<file path="src/rtl/tconv_pkg.sv">
package tconv_pkg;
  typedef enum logic [1:0] {
    SEQ_IDLE     = 2'd0,
    SEQ_USER     = 2'd1,
    SEQ_PERIODIC = 2'd2
  } seq_state_e;
endpackage

</file>
<file path="src/rtl/tconv_period_timer.sv">
module tconv_period_timer #(
  parameter int PERIOD_S = 64
) (
  input  logic clk,
  input  logic rst_n,
  input  logic sec_tick,
  output logic slot_due
);
  localparam int CW = (PERIOD_S > 2) ? $clog2(PERIOD_S) : 1;
  localparam logic [CW-1:0] LAST = CW'(PERIOD_S - 1);

  logic [CW-1:0] sec_cnt;

  // Boundary tick: the tick that completes a full period
  assign slot_due = sec_tick && (sec_cnt == LAST);

  always_ff @(posedge clk) begin
    if (!rst_n) begin
      sec_cnt <= '0;
    end else if (sec_tick) begin
      if (sec_cnt == LAST) sec_cnt <= '0;
      else                 sec_cnt <= sec_cnt + 1'b1;
    end
  end
endmodule

</file>
<file path="src/rtl/tconv_busy_delay.sv">
module tconv_busy_delay #(
  parameter int BSY_DELAY_CYC = 200000
) (
  input  logic clk,
  input  logic rst_n,
  input  logic load,
  input  logic clear,
  output logic fire
);
  localparam int DW = $clog2(BSY_DELAY_CYC + 1);
  localparam logic [DW-1:0] LOADV = DW'(BSY_DELAY_CYC);

  logic [DW-1:0] remain;

  // fire in the cycle before the counter empties; consumer registers it
  assign fire = (remain == DW'(1)) && !clear && !load;

  always_ff @(posedge clk) begin
    if (!rst_n)              remain <= '0;
    else if (load)           remain <= LOADV;
    else if (clear)          remain <= '0;
    else if (remain != '0)   remain <= remain - 1'b1;
  end
endmodule

</file>
<file path="src/rtl/tconv_sequencer.sv">
module tconv_sequencer
  import tconv_pkg::*;
#(
  parameter int PERIOD_S      = 64,
  parameter int BSY_DELAY_CYC = 200000
) (
  input  logic clk,
  input  logic rst_n,
  input  logic sec_tick,
  input  logic conv_wr,
  input  logic conv_done,
  output logic conv_start,
  output logic conv_bit,
  output logic busy_bit
);
  seq_state_e state;
  logic       held_slot;
  logic       slot_due;
  logic       dly_fire;
  logic       want_periodic;
  logic       accept_user;
  logic       user_finish;

  tconv_period_timer #(.PERIOD_S(PERIOD_S)) u_timer (
    .clk      (clk),
    .rst_n    (rst_n),
    .sec_tick (sec_tick),
    .slot_due (slot_due)
  );

  assign accept_user   = (state == SEQ_IDLE) && conv_wr;
  assign user_finish   = (state == SEQ_USER) && conv_done;
  assign want_periodic = held_slot || slot_due;

  tconv_busy_delay #(.BSY_DELAY_CYC(BSY_DELAY_CYC)) u_delay (
    .clk   (clk),
    .rst_n (rst_n),
    .load  (accept_user),
    .clear (user_finish),
    .fire  (dly_fire)
  );

  always_ff @(posedge clk) begin
    if (!rst_n) begin
      state      <= SEQ_IDLE;
      held_slot  <= 1'b0;
      conv_start <= 1'b0;
      conv_bit   <= 1'b0;
      busy_bit   <= 1'b0;
    end else begin
      conv_start <= 1'b0;
      unique case (state)
        SEQ_IDLE: begin
          if (conv_wr) begin
            state      <= SEQ_USER;
            conv_bit   <= 1'b1;
            conv_start <= 1'b1;
            held_slot  <= want_periodic;
          end else if (want_periodic) begin
            state      <= SEQ_PERIODIC;
            conv_start <= 1'b1;
            busy_bit   <= 1'b1;
            held_slot  <= 1'b0;
          end
        end
        SEQ_USER: begin
          if (conv_done) begin
            conv_bit <= 1'b0;
            if (want_periodic) begin
              state      <= SEQ_PERIODIC;
              conv_start <= 1'b1;
              busy_bit   <= 1'b1;
              held_slot  <= 1'b0;
            end else begin
              state    <= SEQ_IDLE;
              busy_bit <= 1'b0;
            end
          end else begin
            held_slot <= want_periodic;
            if (dly_fire) busy_bit <= 1'b1;
          end
        end
        SEQ_PERIODIC: begin
          if (conv_done) begin
            if (want_periodic) begin
              conv_start <= 1'b1;
              held_slot  <= 1'b0;
            end else begin
              state    <= SEQ_IDLE;
              busy_bit <= 1'b0;
            end
          end else begin
            held_slot <= want_periodic;
          end
        end
        default: state <= SEQ_IDLE;
      endcase
    end
  end
endmodule

</file>
<file path="config.mk">
export PLATFORM = sky130hd
export DESIGN_NAME = tconv_sequencer
export DESIGN_NICKNAME = d
export VERILOG_FILES = /design/src/rtl/tconv_pkg.sv /design/src/rtl/tconv_period_timer.sv /design/src/rtl/tconv_busy_delay.sv /design/src/rtl/tconv_sequencer.sv
export SDC_FILE = /design/constraint.sdc
export NUM_CORES = 1
export LEC_CHECK = 0
export ABC_AREA = 1
export CORE_MARGIN = 3
export CORE_UTILIZATION = 54
export CTS_BUF_LIST = sky130_fd_sc_hd__clkbuf_16
export DETAILED_ROUTE_END_ITERATION = 8
export PLACE_DENSITY = 0.8
export RECOVER_POWER = 50
export SLEW_MARGIN = 20
export SYNTH_ARGS = -nofsm -noshare
export SYNTH_HDL_FRONTEND = slang
export SYNTH_SLANG_ARGS = --single-unit
</file>
<file path="constraint.sdc">
create_clock -name clk -period 1.5 [get_ports clk]
set_input_delay 0.3 -clock clk [delete_from_list [all_inputs] [get_ports clk]]
set_output_delay 0.3 -clock clk [all_outputs]
set_load 0.03 [all_outputs]
</file>
==> metrics.md, run 1 <==
| Metric | Value |
|---|---|
| Sequential area share after synthesis | `34.3%` |
| Worst path cell trace | `inv_1, ha_2, nand2_4, nor2_4, nand2_2, nor2_2, nand2_1, nand2_1, nand2_1, nor2_2` |
| Crit end category | `flop` |
| EDFF count, synth | `0` |
| Final Hold Slack | `roughly 0.48 ns` |
| Syn_area_per_cell | `7.36 um^2` |
| VDD IR max | `719 uV` |
| Tightest Pin Transition | `0.301 ns` |
| Grt ovf | `0` |
| Wire length per cell | `11.3 um` |
| Core area | `between 3000 and 4000 um^2` |
| Gr usage total | `19.7%` |
| R2r startpoint | `u_delay.remain[1]` |
| Worst path most repeated cell | `nand2_1` |
| CP peak stage delay | `0.32 ns` |
| Starting Density | `between 50% and 60%` |
| Hold_sp | `busy_bit` |
| Die Height | `approximately 63 um` |
| WL final | `3480 um` |
| Share of cells above drive strength 1 | `20.2%` |
| Syn Inst Count | `238` |
| Hold Vio Cnt, Final | `0` |
| CTS clk-pin slew, worst paths | `about 0.05 ns` |
| CTS tree | `yes` |
| Clk buf depth | `2` |
| Post-synth top area cell | `dfxtp_1` |
| Clock period minus worst slack | `1.36 ns` |
| Setup TNS | `0 ns` |
| PD cells | `2080 nW/um^2` |
| Final setup skew | `0.00409 ns` |
| DRC viols | `0` |
| Crit path from | `u_delay.remain[1]` |
| Initial antenna violation count | `0` |
| Placed Instances | `299` |
| Seq cells post-synth | `30` |
| Slowest-stage cell, CP | `dfxtp_1` |
| Syn_nets | `approximately 250` |
| Root buffer cell | `clkbuf_16` |
| YS warnings | `0` |
| Total CTS buffers | `5` |
| Hold crit path type | `flop to flop` |
| Final nets | `275` |
| CP required | `1.72 ns` |
| Leak | `0.966 nW` |
| Routed vias | `approximately 1.6k` |
| Global-route wire length before repair | `between 6000 and 7000 um` |
| Share of the synthesized area in the top cell type | `34.3%` |
| Max_cap viols | `0` |
| H-tree depth | `2` |
| RSZ-0062 raised after global routing | `no` |
| Drt initial violations | `72` |
| Non-Filler Instances | `307` |
| Top cells by area, synth | `dfxtp_1, nand2_1, nor2_1` |
| CTS Sinks | `30` |
| WS Path Type | `flop to flop` |
| Clock Latency Late Sink | `0.27 ns` |
| Endpoints failing setup | `0` |
| Post-route ant nets | `0` |
| Status | `finished, final reports clean` |
| Fin crit share | `between 90% and 100%` |
| Fillers | `around 270` |
| Relative slew slack | `80.0%` |
| Ys async rst share | `0%` |
| Synth-to-layout area growth | `21.7%` |
| Final core utilization | `a little under 70%` |
| DR pass1 iterations | `4` |
| Vias in the first global route | `about 1.5k` |
| Die Wd | `about 63 um` |
| Unique masters post-synth | `35` |
| Detailed placement HPWL | `2720 um` |
| Worst path arrival time | `1.58 ns` |
| Main flop type after synthesis | `dfxtp_1` |
| CP Max Fanout | `5` |
| Num rows | `20` |
| Startpoint types | `flop` |
| Largest net degree at the start of global routing | `10` |
| Pins over their slew limit | `0` |
| Die ar. | `around 4000 um^2` |
| Port bufs | `7` |
| Ant diodes | `0` |
| Vias per inst | `5.13` |
| Netlist Area Pre-Place | `1750 um^2` |
| I/O Pins | `8` |
| Max Fclk | `734 MHz` |
| Routability cong. | `0.903` |
==> cells by family (layout without fill, tap and decap cells) <==
group                      count (synthesis)  in the layout  share of synthesized area, %
xor gates and xnor gates                  10             10                          5.00
buffers and inverters                     30             55                          6.64
and+or+nand+nor                          129            129                          37.3
adders and majority gates                  8              8                          5.71
DFF                                       30             30                          34.3
AOI/OAI and AO/OA                         31             31                          11.1
==> cells in the mapped netlist (3+ instances only) <==
master and n:
a21oi_1 16, dfxtp_1 30, ha_1 8, inv_1 26, nand2_1 49, nand2_2 4, nand2_4 3, nand3_1 13
nand4_1 3, nor2_1 33, nor2_2 6, nor2_4 5, nor3_1 4, o21ai_0 4, xnor2_1 5, xor2_1 5
==> flip-flops by register name, summed over array words and instances, names as in the netlist <==
name	cells
u_timer.sec_cnt	6
state	2
conv_bit	1
held_slot	1
busy_bit	1
conv_start	1
u_delay.remain	18
==> what timing repair did <==
item                       in CTS  in global routing
gates resized for setup         3                  8
buffers inserted                0                  0
hold buffers                    0                  0
setup endpoints to repair       3                  8
pin swaps                       0                  1
==> cell usage in the layout (no fill, tap or decap), drive strengths merged <==
master / count
nand2: 56
xnor2: 5
nand3: 15
o31ai: 1
dlygate4sd2: 3
clkdlybuf4s50: 3
a211oi: 3
dlygate4sd3: 1
ha: 8
inv: 30
buf: 10
nand4: 3
o211ai: 1
nand3b: 1
o22ai: 1
nor3: 6
o21ai: 5
nor4: 1
nor2: 45
nor3b: 2
o21bai: 1
a21oi: 18
o21a: 1
clkbuf: 7
dfxtp: 30
xor2: 5
bufinv: 1
==> area by class of cell <==
cell class	count	area, um^2	share of cell area [%]
Timing Repair Buffer	19	153	7.16
Tap cell	44	55.1	2.58
Multi-Input combinational cell	178	1050	49.5
Inverter	28	105	4.93
Clock buffer	5	125	5.87
Clock inverter	3	37.5	1.76
Sequential cell	30	602	28.2
==> stage by stage <==
stage / setup slack (ns) / cell area, um^2 / power, mW
finish: 0.137 / 2130 / 4.44
global placement: -0.0256 / 1960 / 3.28
floorplan: 0.130 / 1750 / 2.92
global route: 0.000595 / 2130 / 4.82
CTS: 0.0313 / 2110 / 4.46
detailed placement: -0.0729 / 1960 / 3.34
==> power breakdown <==
part           switching (mW)  internal (mW)
clock network           0.332          0.768
logic                    1.32          0.817
registers               0.204          0.999
total                    1.86           2.58
==> critical path, delay by kind of cell (launching register included) <==
kind	cells	cell delay [ns]
flip-flops	1	0.32
buffers and inverters	1	0.10
adder cells (fa/ha/maj)	1	0.24
AND/OR/NAND/NOR	8	0.64
==> worst paths after layout <==
path	slack [ns]	depth (start not counted)	to
worst min register to register	0.48	2	busy_bit
worst max register to register	0.14	10	u_delay.remain[14]
worst min-delay path	0.48	2	busy_bit
worst max-delay path	0.14	10	u_delay.remain[14]
==> layer usage <==
| layer | GRT usage [%] | wire (um) | up-vias | share of wire, % |
|---|---|---|---|---|
| met3 | 5.76 | 125 | 14 | 3.6 |
| met2 | 35.2 | 1740 | 25 | 50 |
| met4 | 9.37 | 90 | 0 | 2.6 |
| li1 | - | - | 813 | - |
| met1 | 21.0 | 1530 | 722 | 44 |
| met5 | 0 | 0 | - | 0 |
Power figures use the tool's default switching activity.
==> run 2, diff against run 1 <==
--- a/config.mk
+++ b/config.mk
@@ -10,6 +10,7 @@
 export CORE_UTILIZATION = 54
 export CTS_BUF_LIST = sky130_fd_sc_hd__clkbuf_16
 export DETAILED_ROUTE_END_ITERATION = 8
+export HOLD_SLACK_MARGIN = 0.03
 export PLACE_DENSITY = 0.8
 export RECOVER_POWER = 50
 export SLEW_MARGIN = 20
==> constraint.sdc (replaced) <==
create_clock -name clk -period 1.2 [get_ports clk]
set_input_delay 0.24 -clock clk [delete_from_list [all_inputs] [get_ports clk]]
set_output_delay 0.24 -clock clk [all_outputs]
set_load 0.03 [all_outputs]
==> metrics.md, run 2 (synthesis results as in run 1) <==
| Metric | Value |
|---|---|
| Status | `finished with violations` |
| Violated checks | `negative setup slack` |
| PnR worst setup slack | `-0.223 ns` |
| Port bufs | `7` |
| Share of cells above drive strength 1 | `55.4%` |
| Pins over their slew limit | `0` |
| Vias per inst | `5.93` |
| Max Fclk | `703 MHz` |
| Starting Density | `56.9%` |
| Die Height | `63.0 um` |
| Initial antenna violation count | `0` |
| Total CTS buffers | `5` |
| Final Hold Slack | `about 0.43 ns` |
| Commonest non-fill, non-tap cell in the layout | `buf_4` |
| Most frequent cells in the layout | `buf_4, nand2_1, nor2_1` |
| Placed Instances | `about 330` |
| Final core utilization | `93.0%` |
| Core area | `between 3000 and 4000 um^2` |
| Crit end category | `flop` |
| I/O Pins | `8` |
| Vias in the first global route | `~1.9k` |
| WS Path Type | `flop to flop` |
| Routability cong. | `between 0.9 and 1` |
| Endpoints failing setup | `22` |
| Gr usage total | `27.8%` |
| Ant diodes | `0` |
| CP required | `1.37 ns` |
| Grt ovf | `0` |
| Wire length per cell | `19.6 um` |
| DR pass1 iterations | `5` |
| H-tree depth | `2` |
| Total chip power | `8.10 mW` |
| Final nets | `326` |
| Hold Vio Cnt, Final | `0` |
| RSZ-0062 raised after global routing | `yes` |
| Max_cap viols | `0` |
| Post-CTS Hold Buffers | `0` |
| Num rows | `20` |
| Post-route ant nets | `0` |
| Slowest-stage cell, CP | `dfxtp_4` |
| Relative slew slack | `between 70% and 80%` |
| Final setup skew | `between 0.003 and 0.004 ns` |
| PD cells | `2830 nW/um^2` |
| Largest net degree at the start of global routing | `10` |
| Detailed placement HPWL | `3060 um` |
| Drt initial violations | `246` |
| Startpoint types | `flop` |
| Worst path cell trace | `inv_4, ha_4, nand2_4, nor2_4, buf_4, nand3_1, nand3_1, a21oi_2` |
| Clock period minus worst slack | `1.42 ns` |
| Worst path most repeated cell | `nand3_1` |
| WL final | `between 7000 and 8000 um` |
| CTS tree | `yes` |
| Die Wd | `63.0 um` |
| Routed vias | `2123` |
| Leak | `around 1.3 nW` |
| Worst slack, placed | `-0.346 ns` |
| CP Max Fanout | `5` |
| Synth-to-layout area growth | `63.4%` |
| Hold crit path type | `input pin to flop` |
| CTS clk-pin slew, worst paths | `approximately 0.050 ns` |
| Clk buf depth | `2` |
| Global-route wire length before repair | `8590 um` |
| Die ar. | `3960 um^2` |
| Clock Latency Late Sink | `0.28 ns` |
| DRC viols | `0` |
| Worst path arrival time | `1.59 ns` |
| Fin crit share | `119%` |
| Max reg flops | `18` |
| Root buffer cell | `clkbuf_16` |
| CP peak stage delay | `approximately 0.36 ns` |
| Largest Register | `u_delay.remain` |
| CTS Sinks | `30` |
| Top Registers | `u_delay.remain: 18 flops, u_timer.sec_cnt: 6 flops, state: 2 flops` |
| Non-Filler Instances | `358` |
| Tightest Pin Transition | `0.300 ns` |
| VDD IR max | `around 1600 uV` |
==> run 2: timing repair <==
item                       CTS  global route
gates resized for setup     53            48
setup endpoints to repair   24            24
setup buffers                9             7
cloned                       1             0
pin swaps                   25            20
==> run 2: metrics by stage <==
step,setup TNS [ns],area [um^2]
2_1_floorplan,-0.0244,1800
3_3_place_gp,-4.60,2260
3_5_place_dp,-5.12,2260
4_1_cts,-0.667,2620
5_1_grt,-4.06,2860
6_report,-2.97,2860
==> run 2: final timing paths <==
check,startpoint,endpoint,slack [ns],depth (start not counted)
max,u_delay.remain[1],u_delay.remain[16],-0.22,8
min,sec_tick,u_timer.sec_cnt[1],0.43,3
max reg2reg,u_delay.remain[1],u_delay.remain[16],-0.22,8
min reg2reg,conv_bit,conv_bit,0.50,2
==> run 2: layout make-up <==
class / instances / area [um^2]
sequential: 30 / 634
clock inverter: 3 / 11.3
fill: 104 / 216
clock buffer: 5 / 125
multi-input combinational: 179 / 1390
timing repair buffer: 69 / 533
inverter: 28 / 118
tap: 44 / 55.1
==> run 2: critical path, delay by kind of cell, from the launching register on <==
family | cells | cell delay [ns]
fa+ha+maj | 1 | 0.15
buf+inv | 2 | 0.23
compound gates | 1 | 0.07
flops | 1 | 0.36
simple gates | 4 | 0.50
==> run 2: report_power, final <==
part           internal [mW]  switching (mW)  total [mW]  leakage, nW
Sequential              1.31           0.347        1.65        0.253
Clock                  0.746           0.455        1.20       0.0663
Combinational           2.32            2.92        5.25        0.957
==> run 2: routing by layer <==
metal  GRT usage, %  routed length, um
met2           52.2               3600
met1           29.2               2590
met5              0                  0
met4           12.9                403
met3           5.76                422
==> run 3, diff against run 2 <==
--- a/config.mk
+++ b/config.mk
@@ -7,11 +7,11 @@
 export LEC_CHECK = 0
 export ABC_AREA = 1
 export CORE_MARGIN = 3
-export CORE_UTILIZATION = 54
+export CORE_UTILIZATION = 59
 export CTS_BUF_LIST = sky130_fd_sc_hd__clkbuf_16
 export DETAILED_ROUTE_END_ITERATION = 8
 export HOLD_SLACK_MARGIN = 0.03
-export PLACE_DENSITY = 0.8
+export PLACE_DENSITY = 0.83
 export RECOVER_POWER = 50
 export SLEW_MARGIN = 20
 export SYNTH_ARGS = -nofsm -noshare
==> constraint.sdc (replaced) <==
create_clock -name clk -period 1.5 [get_ports clk]
set_input_delay 0.3 -clock clk [delete_from_list [all_inputs] [get_ports clk]]
set_output_delay 0.3 -clock clk [all_outputs]
set_load 0.03 [all_outputs]
==> metrics.md, run 3 (synthesis results as in run 1) <==
| Metric | Value |
|---|---|
| Clock Latency Late Sink | `between 0.2 and 0.3 ns` |
| Setup TNS | `0 ns` |
| Busiest grt layer | `met2` |
| Clk buf depth | `2` |
| Vias in the first global route | `1513` |
| WL final | `3550 um` |
| Max_cap viols | `0` |
| Starting Density | `between 60 and 70%` |
| Postcts setup bufs | `0` |
| DRC viols | `0` |
| Post-CTS Hold Buffers | `0` |
| Routability cong. | `0.927` |
| Relative slew slack | `80.3%` |
| Reg2reg path depth | `6` |
| DR pass1 iterations | `4` |
| Total CTS buffers | `5` |
| Core area | `roughly 2800 um^2` |
| Die Height | `60.5 um` |
| Tightest Pin Transition | `0.297 ns` |
| Grt ovf | `0` |
| CP required | `1.70 ns` |
| CTS Sinks | `30` |
| Endpoints failing setup | `0` |
| Largest net degree at the start of global routing | `10` |
| Met3 Use GR | `8.51%` |
| H-tree depth | `2` |
| Crit path from | `state[1]` |
| Crit end category | `flop` |
| Max reg flops | `18` |
| Synth-to-layout area growth | `19.4%` |
| Worst path cell trace | `inv_1, ha_1, nand2_1, nand3_2, buf_4, nor3_2` |
| Top Registers | `u_delay.remain: 18 flops, u_timer.sec_cnt: 6 flops, state: 2 flops` |
| Pins over their slew limit | `0` |
| Drt initial violations | `45` |
| Die ar. | `3660 um^2` |
| Status | `finished, final reports clean` |
| GR Layer Usage met2 | `38.0%` |
| Worst path bufs/invs | `2` |
| Vias per inst | `5.19` |
| CTS tree | `yes` |
| Slowest-stage cell, CP | `dfxtp_1` |
| Final nets | `276` |
| Clock period minus worst slack | `1.39 ns` |
| Final Hold Slack | `0.461 ns` |
| Worst slack, placed | `-0.0627 ns` |
| Global-route wire length before repair | `approximately 6000 um` |
| Post-route ant nets | `0` |
| Share of cells above drive strength 1 | `between 10% and 20%` |
| Ant diodes | `0` |
| Largest Register | `u_delay.remain` |
| M1 GR Usage | `between 20% and 30%` |
| Hold crit path type | `flop to flop` |
| Worst hold stages | `2` |
| Final setup skew | `between 0.002 and 0.003 ns` |
| CP peak stage delay | `0.35 ns` |
| Leak | `0.959 nW` |
| RSZ-0062 raised after global routing | `no` |
| Die Wd | `between 60 and 70 um` |
| Startpoint types | `flop` |
| R2r startpoint | `state[1]` |
| VDD IR max | `about 1700 uV` |
| PD cells | `roughly 2100 nW/um^2` |
| Root buffer cell | `clkbuf_16` |
| Fin crit share | `92.4%` |
| Commonest non-fill, non-tap cell in the layout | `nand2_1` |
| PnR worst setup slack | `around 0.11 ns` |
| Gr usage total | `22.7%` |
| Detailed placement HPWL | `2620 um` |
| Wire length per cell | `12.0 um` |
| CP Max Fanout | `7` |
| Critical path depth | `6` |
| Port bufs | `7` |
| Hold_sp | `conv_bit` |
| Hold Vio Cnt, Final | `0` |
| Worst path arrival time | `1.59 ns` |
| Max Fclk | `722 MHz` |
| CP delay by family, top | `simple AND/OR/NAND/NOR gates` |
| Routed vias | `1531` |
| Most frequent cells in the layout | `nand2_1, nor2_1, dfxtp_1` |
| I/O Pins | `8` |
| Initial antenna violation count | `0` |
| CTS clk-pin slew, worst paths | `0.05 ns` |
| Num rows | `19` |
| WS Path Type | `flop to flop` |
run 3: stage by stage:
stage | power (mW) | utilization [%] | area (um^2) | instances
3_3_place_gp | 3.29 | 70.0 | 1950 | 287
6_report | 4.32 | 75.2 | 2090 | 295
5_1_grt | 4.67 | 75.2 | 2090 | 295
4_1_cts | 4.34 | 75.0 | 2090 | 295
3_5_place_dp | 3.35 | 70.0 | 1950 | 287
2_1_floorplan | 2.92 | - | 1750 | 238
run 3: area by class of cell:
class                      count  area, um^2
clock inverter                 3        12.5
multi-input combinational    178        1050
inverter                      28         105
clock buffer                   5         125
sequential                    30         602
timing repair buffer          20         160
tap                           31        38.8
fill                         222         689
run 3: power breakdown:
part | switching, mW | internal (mW) | leakage [nW]
logic | 1.36 | 0.820 | 0.639
clock network | 0.339 | 0.597 | 0.0724
registers | 0.204 | 0.999 | 0.247
run 3: final timing paths:
check                      end  slack, ns
max          u_delay.remain[9]       0.11
min                   conv_bit       0.46
max reg2reg  u_delay.remain[9]       0.11
min reg2reg           conv_bit       0.46
run 3: timing repair:
action / 4_1_cts / 5_1_grt
setup endpoints to repair: 4 / 5
hold endpoints to repair: 0 / 0
gates resized for setup: 4 / 4
pin swaps: 0 / 2
run 3: worst register-to-register path, delay by kind of cell (launching register included):
family,cells,cell delay (ns)
adder cells (fa/ha/maj),1,0.21
buffers and inverters,2,0.29
flip-flops,1,0.35
AND/OR/NAND/NOR,3,0.46
run 3: metal layers:
layer / vias up / wire length (um) / share of wire [%]
li1: 814 / - / -
met1: 692 / 1550 / 44
met2: 18 / 1800 / 51
met3: 7 / 122 / 3.4
met4: 0 / 75 / 2.1
met5: - / 0 / 0
